===== src/rtl/pio_pkg.sv =====
package pio_pkg;
    localparam int N_PORT   = 4;
    localparam int SEL_W    = $clog2(N_PORT);
    localparam int N_SRC    = 2 * N_PORT;
    localparam int ADDR_W   = 16;
    localparam int MATCH_LO = 2;
    localparam int MATCH_W  = 5;
    localparam int HI_LO    = 8;

    typedef struct packed {
        logic              en;
        logic [N_PORT-1:0] sel;
    } pio_dec_t;

    function automatic logic all_match(input logic [MATCH_W-1:0] bits,
                                       input logic [MATCH_W-1:0] want);
        return &(bits ~^ want);
    endfunction
endpackage


===== src/rtl/pio_decode.sv =====
module pio_decode
    import pio_pkg::*;
(
    input  logic [ADDR_W-1:0]  addr,
    input  logic               st_in,
    input  logic               st_out,
    input  logic [MATCH_W-1:0] cfg_addr_pol,
    input  logic               cfg_stat_pol,
    output pio_dec_t           dec
);
    logic mid_ok, hi_ok, stat_ok;

    always_comb begin
        mid_ok  = all_match(addr[MATCH_LO +: MATCH_W], cfg_addr_pol);
        hi_ok   = &addr[ADDR_W-1:HI_LO];
        stat_ok = ((st_in | st_out) == cfg_stat_pol);
        dec.en  = mid_ok & hi_ok & stat_ok;
    end

    for (genvar p = 0; p < N_PORT; p++) begin : g_sel
        assign dec.sel[p] = dec.en && (addr[SEL_W-1:0] == SEL_W'(p));
    end
endmodule


===== src/rtl/pio_in_port.sv =====
module pio_in_port #(
    parameter int DATA_W = 8
) (
    input  logic              clk,
    input  logic              rst,
    input  logic [DATA_W-1:0] ext_data,
    input  logic              ext_stb,
    input  logic              rd_hit,
    output logic [DATA_W-1:0] q,
    output logic              flag
);
    always_ff @(posedge clk) begin
        if (rst) begin
            q    <= '0;
            flag <= 1'b0;
        end else begin
            if (ext_stb) begin
                q    <= ext_data;
                flag <= 1'b1;
            end else if (rd_hit) begin
                flag <= 1'b0;
            end
        end
    end
endmodule


===== src/rtl/pio_out_port.sv =====
module pio_out_port #(
    parameter int DATA_W = 8
) (
    input  logic              clk,
    input  logic              rst,
    input  logic              wr_hit,
    input  logic [DATA_W-1:0] wr_data,
    input  logic              ack,
    output logic [DATA_W-1:0] q,
    output logic              flag
);
    always_ff @(posedge clk) begin
        if (rst) begin
            q    <= '0;
            flag <= 1'b0;
        end else begin
            if (wr_hit) begin
                q    <= wr_data;
                flag <= 1'b1;
            end else if (ack) begin
                flag <= 1'b0;
            end
        end
    end
endmodule


===== src/rtl/pio_irq_route.sv =====
module pio_irq_route #(
    parameter int N_SRC = 8,
    parameter int LVL_W = 3,
    localparam int N_LINE = 1 << LVL_W
) (
    input  logic [N_SRC-1:0]       flags,
    input  logic [N_SRC*LVL_W-1:0] map,
    output logic [N_LINE-1:0]      lines
);
    for (genvar l = 0; l < N_LINE; l++) begin : g_line
        logic [N_SRC-1:0] hits;
        for (genvar s = 0; s < N_SRC; s++) begin : g_src
            assign hits[s] = flags[s] && (map[s*LVL_W +: LVL_W] == LVL_W'(l));
        end
        assign lines[l] = |hits;
    end
endmodule


===== src/rtl/pio_quad_board.sv =====
module pio_quad_board
    import pio_pkg::*;
#(
    parameter int DATA_W = 8,
    parameter int LVL_W  = 3,
    localparam int N_LINE = 1 << LVL_W
) (
    input  logic                     clk,
    input  logic                     rst,
    input  logic [ADDR_W-1:0]        addr,
    input  logic                     st_in,
    input  logic                     st_out,
    input  logic                     proc_wr_stb,
    input  logic                     panel_wr_stb,
    input  logic                     bus_rd,
    input  logic [DATA_W-1:0]        wr_data,
    input  logic [MATCH_W-1:0]       cfg_addr_pol,
    input  logic                     cfg_stat_pol,
    input  logic [N_SRC*LVL_W-1:0]   cfg_irq_map,
    input  logic [N_PORT*DATA_W-1:0] ext_in_data,
    input  logic [N_PORT-1:0]        ext_in_stb,
    input  logic [N_PORT-1:0]        out_ack,
    output logic [N_PORT*DATA_W-1:0] out_data,
    output logic [DATA_W-1:0]        rd_data,
    output logic                     rd_valid,
    output logic [N_LINE-1:0]        irq_lines
);
    pio_dec_t              dec;
    logic                  any_wr;
    logic [N_SRC-1:0]      flags;
    logic [DATA_W-1:0]     in_q [N_PORT];
    logic [N_PORT-1:0]     rd_hit;

    assign any_wr = proc_wr_stb | panel_wr_stb;

    pio_decode u_dec (
        .addr         (addr),
        .st_in        (st_in),
        .st_out       (st_out),
        .cfg_addr_pol (cfg_addr_pol),
        .cfg_stat_pol (cfg_stat_pol),
        .dec          (dec)
    );

    for (genvar p = 0; p < N_PORT; p++) begin : g_port
        assign rd_hit[p] = dec.sel[p] & bus_rd;

        pio_in_port #(.DATA_W(DATA_W)) u_in (
            .clk      (clk),
            .rst      (rst),
            .ext_data (ext_in_data[p*DATA_W +: DATA_W]),
            .ext_stb  (ext_in_stb[p]),
            .rd_hit   (rd_hit[p]),
            .q        (in_q[p]),
            .flag     (flags[p])
        );

        pio_out_port #(.DATA_W(DATA_W)) u_out (
            .clk     (clk),
            .rst     (rst),
            .wr_hit  (dec.sel[p] & any_wr),
            .wr_data (wr_data),
            .ack     (out_ack[p]),
            .q       (out_data[p*DATA_W +: DATA_W]),
            .flag    (flags[N_PORT+p])
        );
    end

    always_comb begin
        rd_data  = '0;
        rd_valid = |rd_hit;
        for (int p = 0; p < N_PORT; p++) begin
            if (rd_hit[p]) rd_data = rd_data | in_q[p];
        end
    end

    pio_irq_route #(.N_SRC(N_SRC), .LVL_W(LVL_W)) u_irq (
        .flags (flags),
        .map   (cfg_irq_map),
        .lines (irq_lines)
    );
endmodule


===== config.mk =====
export PLATFORM = sky130hd
export DESIGN_NAME = pio_quad_board
export DESIGN_NICKNAME = d
export VERILOG_FILES = /design/src/rtl/pio_pkg.sv /design/src/rtl/pio_decode.sv /design/src/rtl/pio_in_port.sv /design/src/rtl/pio_out_port.sv /design/src/rtl/pio_irq_route.sv /design/src/rtl/pio_quad_board.sv
export SDC_FILE = /design/constraint.sdc
export NUM_CORES = 1
export LEC_CHECK = 0
export BUFFER_PORTS_ARGS = -buffer_cell sky130_fd_sc_hd__buf_2
export CORE_UTILIZATION = 40
export DETAILED_ROUTE_END_ITERATION = 10
export PLACE_DENSITY = 0.71
export SETUP_SLACK_MARGIN = 0.02
export SLEW_MARGIN = 5
export SYNTH_ARGS = -nofsm -noshare
export SYNTH_HDL_FRONTEND = slang
export SYNTH_HIERARCHICAL = 1
export SYNTH_SLANG_ARGS = --single-unit

===== constraint.sdc =====
create_clock -name clk -period 2.37 [get_ports clk]
set_clock_uncertainty 0.15 [all_clocks]
set_input_delay 0.237 -clock clk [delete_from_list [all_inputs] [get_ports clk]]
set_output_delay 0.237 -clock clk [all_outputs]
set_load 0.1 [all_outputs]

==> impl_metrics.prom, run 1 <==
# TYPE chip_impl_metric gauge
chip_impl_info{name="grt_setup_unrepaired",value="yes"} 1
chip_impl_metric{name="avgRoutedWirePerCell",unit="µm"} 15.4
chip_impl_metric{name="antenna_cells_inserted",unit=""} 0
chip_impl_metric{name="synth.avg_cell_area",unit="µm²"} 9.17
chip_impl_metric{name="finalNonFillerCells",unit=""} 688
chip_impl_info{name="critPathCaptureType",value="output pin"} 1
chip_impl_metric{name="drt_pass1_iterations",unit=""} 6
chip_impl_metric{name="die_x",unit="µm"} 96.7
chip_impl_metric{name="fillCellCount",unit=""} 738
chip_impl_metric{name="postSynthNetCount",unit=""} 492
chip_impl_metric{name="quantity_of_i_o_buffers_inserted_on_ports",unit=""} 148
chip_impl_metric{name="drt_drc_violations_left",unit=""} 0
chip_impl_metric{name="routabilityCongestion",unit=""} 0.937
chip_impl_metric{name="synth_cells",unit=""} 391
chip_impl_metric{name="drt_iter0_markers",unit=""} 159
chip_impl_metric{name="fp.dieH",unit="µm"} 96.7
chip_impl_metric{name="vdd.ir_drop.worst",unit="V"} 0.000487
chip_impl_info{name="hold_path_class",value="primary input to flip-flop"} 1
chip_impl_metric{name="overflow",unit=""} 0
chip_impl_metric{name="areaGrowthSynthToFinish",unit="%"} 47.4
chip_impl_metric{name="drt.antenna.violating_nets",unit=""} 0
chip_impl_metric{name="fin_worst_hold_slack",unit="ns"} 0.0156
chip_impl_metric{name="tritoncts_num_sinks",unit=""} 72
chip_impl_metric{name="num-nets-final",unit=""} 676
chip_impl_metric{name="final-setup-viol-count",unit=""} 0
chip_impl_metric{name="cts_inserted_buffers",unit=""} 9
chip_impl_metric{name="worst-r2r-setup-slack",unit="ns"} 1.44
chip_impl_metric{name="post_synth_instance_area",unit="µm²"} 3590
chip_impl_metric{name="worst_slew_margin_rel",unit="%"} 55.9
chip_impl_metric{name="required",unit="ns"} 1.98
chip_impl_info{name="crit_path_start_kind",value="primary input"} 1
chip_impl_info{name="worst_path_most_repeated_cell",value="buf_4"} 1
chip_impl_metric{name="numPlacedInstances",unit=""} 639
chip_impl_metric{name="dp_hpwl",unit="mm"} 7.62
chip_impl_metric{name="grt_start_max_net_pins",unit=""} 39
chip_impl_metric{name="critical-path-max-stage-delay",unit="ns"} 0.26
chip_impl_metric{name="finalWirelength",unit="mm"} 10.6
chip_impl_metric{name="maxCapViolCount",unit=""} 0
chip_impl_metric{name="tightest_slew",unit="ns"} 0.661
chip_impl_metric{name="max_freq",unit="GHz"} 0.427
chip_impl_info{name="cts_tree",value="built"} 1
chip_impl_metric{name="power.leakage",unit="µW"} 0.00232
chip_impl_metric{name="min_period",unit="ns"} 2.34
chip_impl_metric{name="boundary_pins",unit=""} 150
chip_impl_metric{name="total_via_count_after_detailed_routing",unit=""} 3603
chip_impl_metric{name="arrival",unit="ns"} 1.95
chip_impl_metric{name="initial_antenna_violation_count",unit=""} 0
chip_impl_metric{name="design.die.area",unit="µm²"} 9350
chip_impl_metric{name="post_route_cells_drive_above_1_share",unit="%"} 36.0
chip_impl_metric{name="post_drt_via_cell_ratio",unit=""} 5.24
chip_impl_metric{name="fin_crit_sh",unit="%"} 98.7
chip_impl_metric{name="cts_max_level",unit=""} 3
chip_impl_metric{name="clk_pin_slew",unit="ns"} 0.08
chip_impl_info{name="critical_path_class",value="primary input to output pin"} 1
chip_impl_metric{name="crit_fanout",unit=""} 10
chip_impl_metric{name="floorplan.initialDensity",unit="%"} 41.1
chip_impl_info{name="critPathSlowestCell",value="nor4b_2"} 1
chip_impl_metric{name="grt_pass1_vias",unit=""} 3593
chip_impl_metric{name="cts-root-to-sink-buffers",unit=""} 2
chip_impl_metric{name="insertion_delay",unit="ns"} 0.34
chip_impl_metric{name="pwr_density_cell",unit="nW/µm²"} 512
chip_impl_metric{name="timing.final.max_slew_violations",unit=""} 0
chip_impl_metric{name="core_box_area",unit="µm²"} 8720
chip_impl_metric{name="finalHoldViolCount",unit=""} 0
chip_impl_metric{name="grt_pass1_wl",unit="mm"} 17.0
chip_impl_metric{name="floorplan.rows",unit=""} 34
chip_impl_info{name="worstPathCellList",value="buf_2, xnor2_1, nand3_2, buf_4, nor4b_2, buf_4, a22oi_1, a21boi_4, buf_12"} 1
chip_impl_info{name="ctsRootBufferMaster",value="clkbuf_8"} 1
chip_impl_metric{name="grtUsageTotal",unit="%"} 22.6
chip_impl_info{name="status",value="finished clean"} 1
chip_impl_metric{name="synth_warnings",unit=""} 6
per-stage QoR:
step           total power [µW]  cell area (µm²)  setup TNS, ns  worst slack, ns  utilization [%]
2_1_floorplan              1530             3690        -0.0543          -0.0543                -
6_report                   2700             5290              0           0.0305             60.6
5_1_grt                    2830             5290         -0.104          -0.0357             60.6
3_5_place_dp               1670             4650              0           0.0106             53.3
4_1_cts                    2700             5180              0           0.0293             59.5
3_3_place_gp               1660             4650              0           0.0531             53.3
worst paths after layout:
check / cells past startpoint / from / to
setup / recovery: 9 / cfg_addr_pol[0] / rd_data[2]
hold / removal: 3 / wr_data[6] / g_port[2].u_out/q[6]$_SDFFE_PP0P_
setup reg to reg: 3 / g_port[3].u_in/flag$_SDFFE_PP0P_ / g_port[3].u_in/flag$_SDFFE_PP0P_
hold reg to reg: 2 / g_port[3].u_out/flag$_SDFFE_PP0P_ / g_port[3].u_out/flag$_SDFFE_PP0P_
per-layer routing:
layer,vias to the layer above,track usage (%),part of all wire (%)
met4,0,12.9,3.4
li1,1754,-,-
met1,1687,27.0,42
met5,-,0,0
met2,129,38.1,50
met3,33,3.97,4.8
worst max-delay path, delay by kind of cell:
family,cells,cell delay [ns]
simple gates,2,0.46
compound gates,2,0.35
buf+inv,4,0.69
xor+xnor,1,0.21
cell type report:
cell class | instances | area, µm² | share of cell area, %
Clock buffer | 10 | 138 | 2.60
Clock inverter | 6 | 68.8 | 1.30
Inverter | 11 | 41.3 | 0.781
Multi-Input combinational cell | 287 | 2130 | 40.3
Sequential cell | 72 | 1440 | 27.3
Tap cell | 108 | 135 | 2.56
Timing Repair Buffer | 194 | 1330 | 25.2
cell usage in the layout, fill, tap and decap left out, types with 4 or more instances in the layout:
cell type        n
o22ai_1          6
clkbuf_8        10
nor2b_1          9
a22oi_1         16
dfxtp_1         71
mux2i_1         64
dlygate4sd3_1   33
buf_4           13
nand4_1          6
buf_12          10
a21oi_1          8
nor2_1          75
nand2_1         14
o2111ai_2        4
inv_1           11
nand2b_1        23
buf_2          136
a21boi_4         7
flip-flops by register name (all words and copies together) (netlist names):
name and cells:
g_port.u_in/q 32, g_port.u_out/q 32, g_port.u_in/flag 4, g_port.u_out/flag 4
where the power goes:
group / internal [µW] / switching [µW]
sequential: 1250 / 24.1
clock: 518 / 469
combinational: 195 / 253
repair_timing:
item                                    4_1_cts  5_1_grt
hold endpoints to repair                     33        0
endpoints found under the setup margin        0       12
hold buffers                                 33        0
resized for setup                             0       21
setup buffers                                 0        1
(Power assumes the default switching activity.)
==> run 2, diff against run 1 <==
--- a/config.mk
+++ b/config.mk
@@ -9,8 +9,8 @@
 export CORE_UTILIZATION = 40
 export DETAILED_ROUTE_END_ITERATION = 10
 export PLACE_DENSITY = 0.71
-export SETUP_SLACK_MARGIN = 0.02
-export SLEW_MARGIN = 5
+export REMOVE_ABC_BUFFERS = 1
+export SETUP_SLACK_MARGIN = 0.5
 export SYNTH_ARGS = -nofsm -noshare
 export SYNTH_HDL_FRONTEND = slang
 export SYNTH_HIERARCHICAL = 1
==> impl_metrics.prom, run 2 (synthesis results as in run 1) <==
# TYPE chip_impl_metric gauge
chip_impl_metric{name="grt_pass1_wl",unit="mm"} 18.1
chip_impl_metric{name="insertion_delay",unit="ns"} 0.34
chip_impl_metric{name="max_freq",unit="GHz"} 0.414
chip_impl_metric{name="min_period",unit="ns"} 2.41
chip_impl_metric{name="fillCellCount",unit=""} 630
chip_impl_metric{name="design.die.area",unit="µm²"} 9350
chip_impl_metric{name="finalHoldViolCount",unit=""} 0
chip_impl_metric{name="total_via_count_after_detailed_routing",unit=""} 3906
chip_impl_metric{name="finalWorstSetupSlack",unit="ns"} -0.0438
chip_impl_metric{name="cts-root-to-sink-buffers",unit=""} 2
chip_impl_metric{name="preCtsSetupSlack",unit="ns"} 0.0456
chip_impl_metric{name="timing.final.max_slew_violations",unit=""} 0
chip_impl_metric{name="grtUsageTotal",unit="%"} 24.1
chip_impl_info{name="worstPathCellList",value="buf_2, nand4_1, or2_4, nor4b_4, buf_2, a22oi_1, a21boi_1, buf_12"} 1
chip_impl_metric{name="areaGrowthSynthToFinish",unit="%"} 65.0
chip_impl_metric{name="dp_hpwl",unit="mm"} 7.27
chip_impl_metric{name="critical_path_buf_inv_count",unit=""} 3
chip_impl_info{name="ctsRootBufferMaster",value="clkbuf_8"} 1
chip_impl_metric{name="vdd.ir_drop.worst",unit="V"} 0.000444
chip_impl_metric{name="cts_max_level",unit=""} 3
chip_impl_metric{name="boundary_pins",unit=""} 150
chip_impl_info{name="cpLargestDelayFamily",value="simple AND/OR/NAND/NOR gates"} 1
chip_impl_metric{name="final_cell_area",unit="µm²"} 5920
chip_impl_info{name="critical_path_class",value="primary input to output pin"} 1
chip_impl_info{name="mostFrequentLayoutCells",value="125 x buf_2, 74 x nor2_1, 64 x dfxtp_1"} 1
chip_impl_metric{name="quantity_of_i_o_buffers_inserted_on_ports",unit=""} 148
chip_impl_info{name="grt_setup_unrepaired",value="yes"} 1
chip_impl_metric{name="final-setup-viol-count",unit=""} 2
chip_impl_info{name="critPathCaptureType",value="output pin"} 1
chip_impl_metric{name="arrival",unit="ns"} 2.03
chip_impl_metric{name="power.leakage",unit="µW"} 0.00258
chip_impl_metric{name="post_route_cells_drive_above_1_share",unit="%"} 44.8
chip_impl_metric{name="required",unit="ns"} 1.98
chip_impl_metric{name="antenna_cells_inserted",unit=""} 0
chip_impl_metric{name="layout.core_utilization",unit="%"} 67.9
chip_impl_info{name="layout_commonest_cell",value="buf_2"} 1
chip_impl_metric{name="tightest_slew",unit="ns"} 0.607
chip_impl_metric{name="floorplan.initialDensity",unit="%"} 41.1
chip_impl_metric{name="grt_pass1_vias",unit=""} 3825
chip_impl_metric{name="initial_antenna_violation_count",unit=""} 0
chip_impl_metric{name="avgRoutedWirePerCell",unit="µm"} 17.6
chip_impl_metric{name="critical-path-max-stage-delay",unit="ns"} 0.37
chip_impl_metric{name="post_drt_via_cell_ratio",unit=""} 5.49
chip_impl_info{name="status",value="complete, but fails checks"} 1
chip_impl_metric{name="floorplan.rows",unit=""} 34
chip_impl_metric{name="pwr_density_cell",unit="nW/µm²"} 491
chip_impl_metric{name="tritoncts_num_sinks",unit=""} 72
chip_impl_info{name="critPathSlowestCell",value="nor4b_4"} 1
chip_impl_metric{name="num-nets-final",unit=""} 699
chip_impl_metric{name="fin_worst_hold_slack",unit="ns"} 0.0198
chip_impl_info{name="failed_checks",value="setup timing"} 1
chip_impl_metric{name="worst_slew_margin_rel",unit="%"} 59.6
chip_impl_metric{name="grt_start_max_net_pins",unit=""} 43
chip_impl_info{name="hold_path_class",value="primary input to flip-flop"} 1
chip_impl_metric{name="drt_pass1_iterations",unit=""} 5
chip_impl_metric{name="die_x",unit="µm"} 96.7
chip_impl_metric{name="drt_drc_violations_left",unit=""} 0
chip_impl_metric{name="drt.antenna.violating_nets",unit=""} 0
chip_impl_metric{name="overflow",unit=""} 0
chip_impl_info{name="crit_path_start_kind",value="primary input"} 1
chip_impl_metric{name="fin_crit_sh",unit="%"} 102
chip_impl_metric{name="finalWirelength",unit="mm"} 12.5
chip_impl_metric{name="crit_fanout",unit=""} 4
chip_impl_info{name="biggestRegsByFlops",value="g_port.u_in/q (32), g_port.u_out/q (32)"} 1
chip_impl_metric{name="routabilityCongestion",unit=""} 0.899
chip_impl_metric{name="core_box_area",unit="µm²"} 8720
chip_impl_metric{name="drt_iter0_markers",unit=""} 164
chip_impl_info{name="cts_tree",value="built"} 1
chip_impl_metric{name="fp.dieH",unit="µm"} 96.7
chip_impl_metric{name="cts_inserted_buffers",unit=""} 9
chip_impl_metric{name="postPlaceCellArea",unit="µm²"} 4550
chip_impl_metric{name="maxCapViolCount",unit=""} 0
chip_impl_info{name="worst_path_most_repeated_cell",value="buf_2"} 1
chip_impl_metric{name="clk_pin_slew",unit="ns"} 0.08
==> run 2: changes by cell type in the layout (fill, tap and decap cells not counted), moves of 5 or more <==
| cell | change |
|---|---|
| buf_12 | +6 |
| nor2b_4 | +6 |
| dfxtp_1 | -7 |
| a21boi_1 | +5 |
| nand2_1 | -5 |
| a21boi_4 | -7 |
| buf_2 | -11 |
| nor2b_1 | -7 |
| buf_6 | +19 |
==> run 2: worst paths after layout <==
path	slack [ns]	end	depth (start not counted)	startpoint
worst min-delay path	0.02	g_port[2].u_out/q[1]$_SDFFE_PP0P_	3	wr_data[1]
worst min register to register	0.33	g_port[3].u_out/flag$_SDFFE_PP0P_	2	g_port[3].u_out/flag$_SDFFE_PP0P_
worst max-delay path	-0.04	rd_data[4]	8	addr[12]
worst max register to register	1.42	g_port[2].u_in/q[0]$_SDFFE_PP0P_	2	g_port[2].u_in/q[0]$_SDFFE_PP0P_
==> run 2: metal layers <==
metal	part of all wire, %	vias to the layer above	global-route usage (%)	routed length (µm)
met5	0	-	0	0
met4	3.9	0	10.6	486
met3	5.5	48	5.13	687
met2	52	184	44.0	6560
met1	38	1867	26.7	4780
li1	-	1807	-	-
==> run 2: area by class of cell <==
type | count | area (µm²) | share of cell area, %
multi-input combinational | 287 | 2340 | 39.6
timing repair buffer | 217 | 1720 | 29.0
sequential | 72 | 1460 | 24.7
clock buffer | 11 | 141 | 2.39
tap | 108 | 135 | 2.28
clock inverter | 5 | 80.1 | 1.35
inverter | 11 | 41.3 | 0.698
==> run 2: worst min-delay path, cell delays in order <==
cell,delay (ns)
buf_2,0.11
mux2i_1,0.07
nor2_1,0.07
==> run 2: repair_timing <==
action                                 in CTS  in global routing
gates resized for setup                    73                 77
gates cloned                                1                  4
buffers inserted                            5                  9
pin swaps                                  26                 12
endpoints found under the hold margin      36                  0
setup endpoints to repair                  18                 48
hold buffers                               36                  0
==> run 2: per-stage QoR <==
stage	setup TNS, ns	total power, µW	cells
4_1_cts	0	2840	698
3_3_place_gp	0	1650	640
2_1_floorplan	-20.16	1480	370
6_report	-0.0734	2900	711
5_1_grt	-0.226	3000	711
3_5_place_dp	0	1660	640
==> run 2: power by group <==
part           internal, µW  leakage (µW)  switching, µW
registers              1240      0.000592           27.6
clock network           620      0.000106            481
logic                   244       0.00188            288
total                  2110       0.00258            797
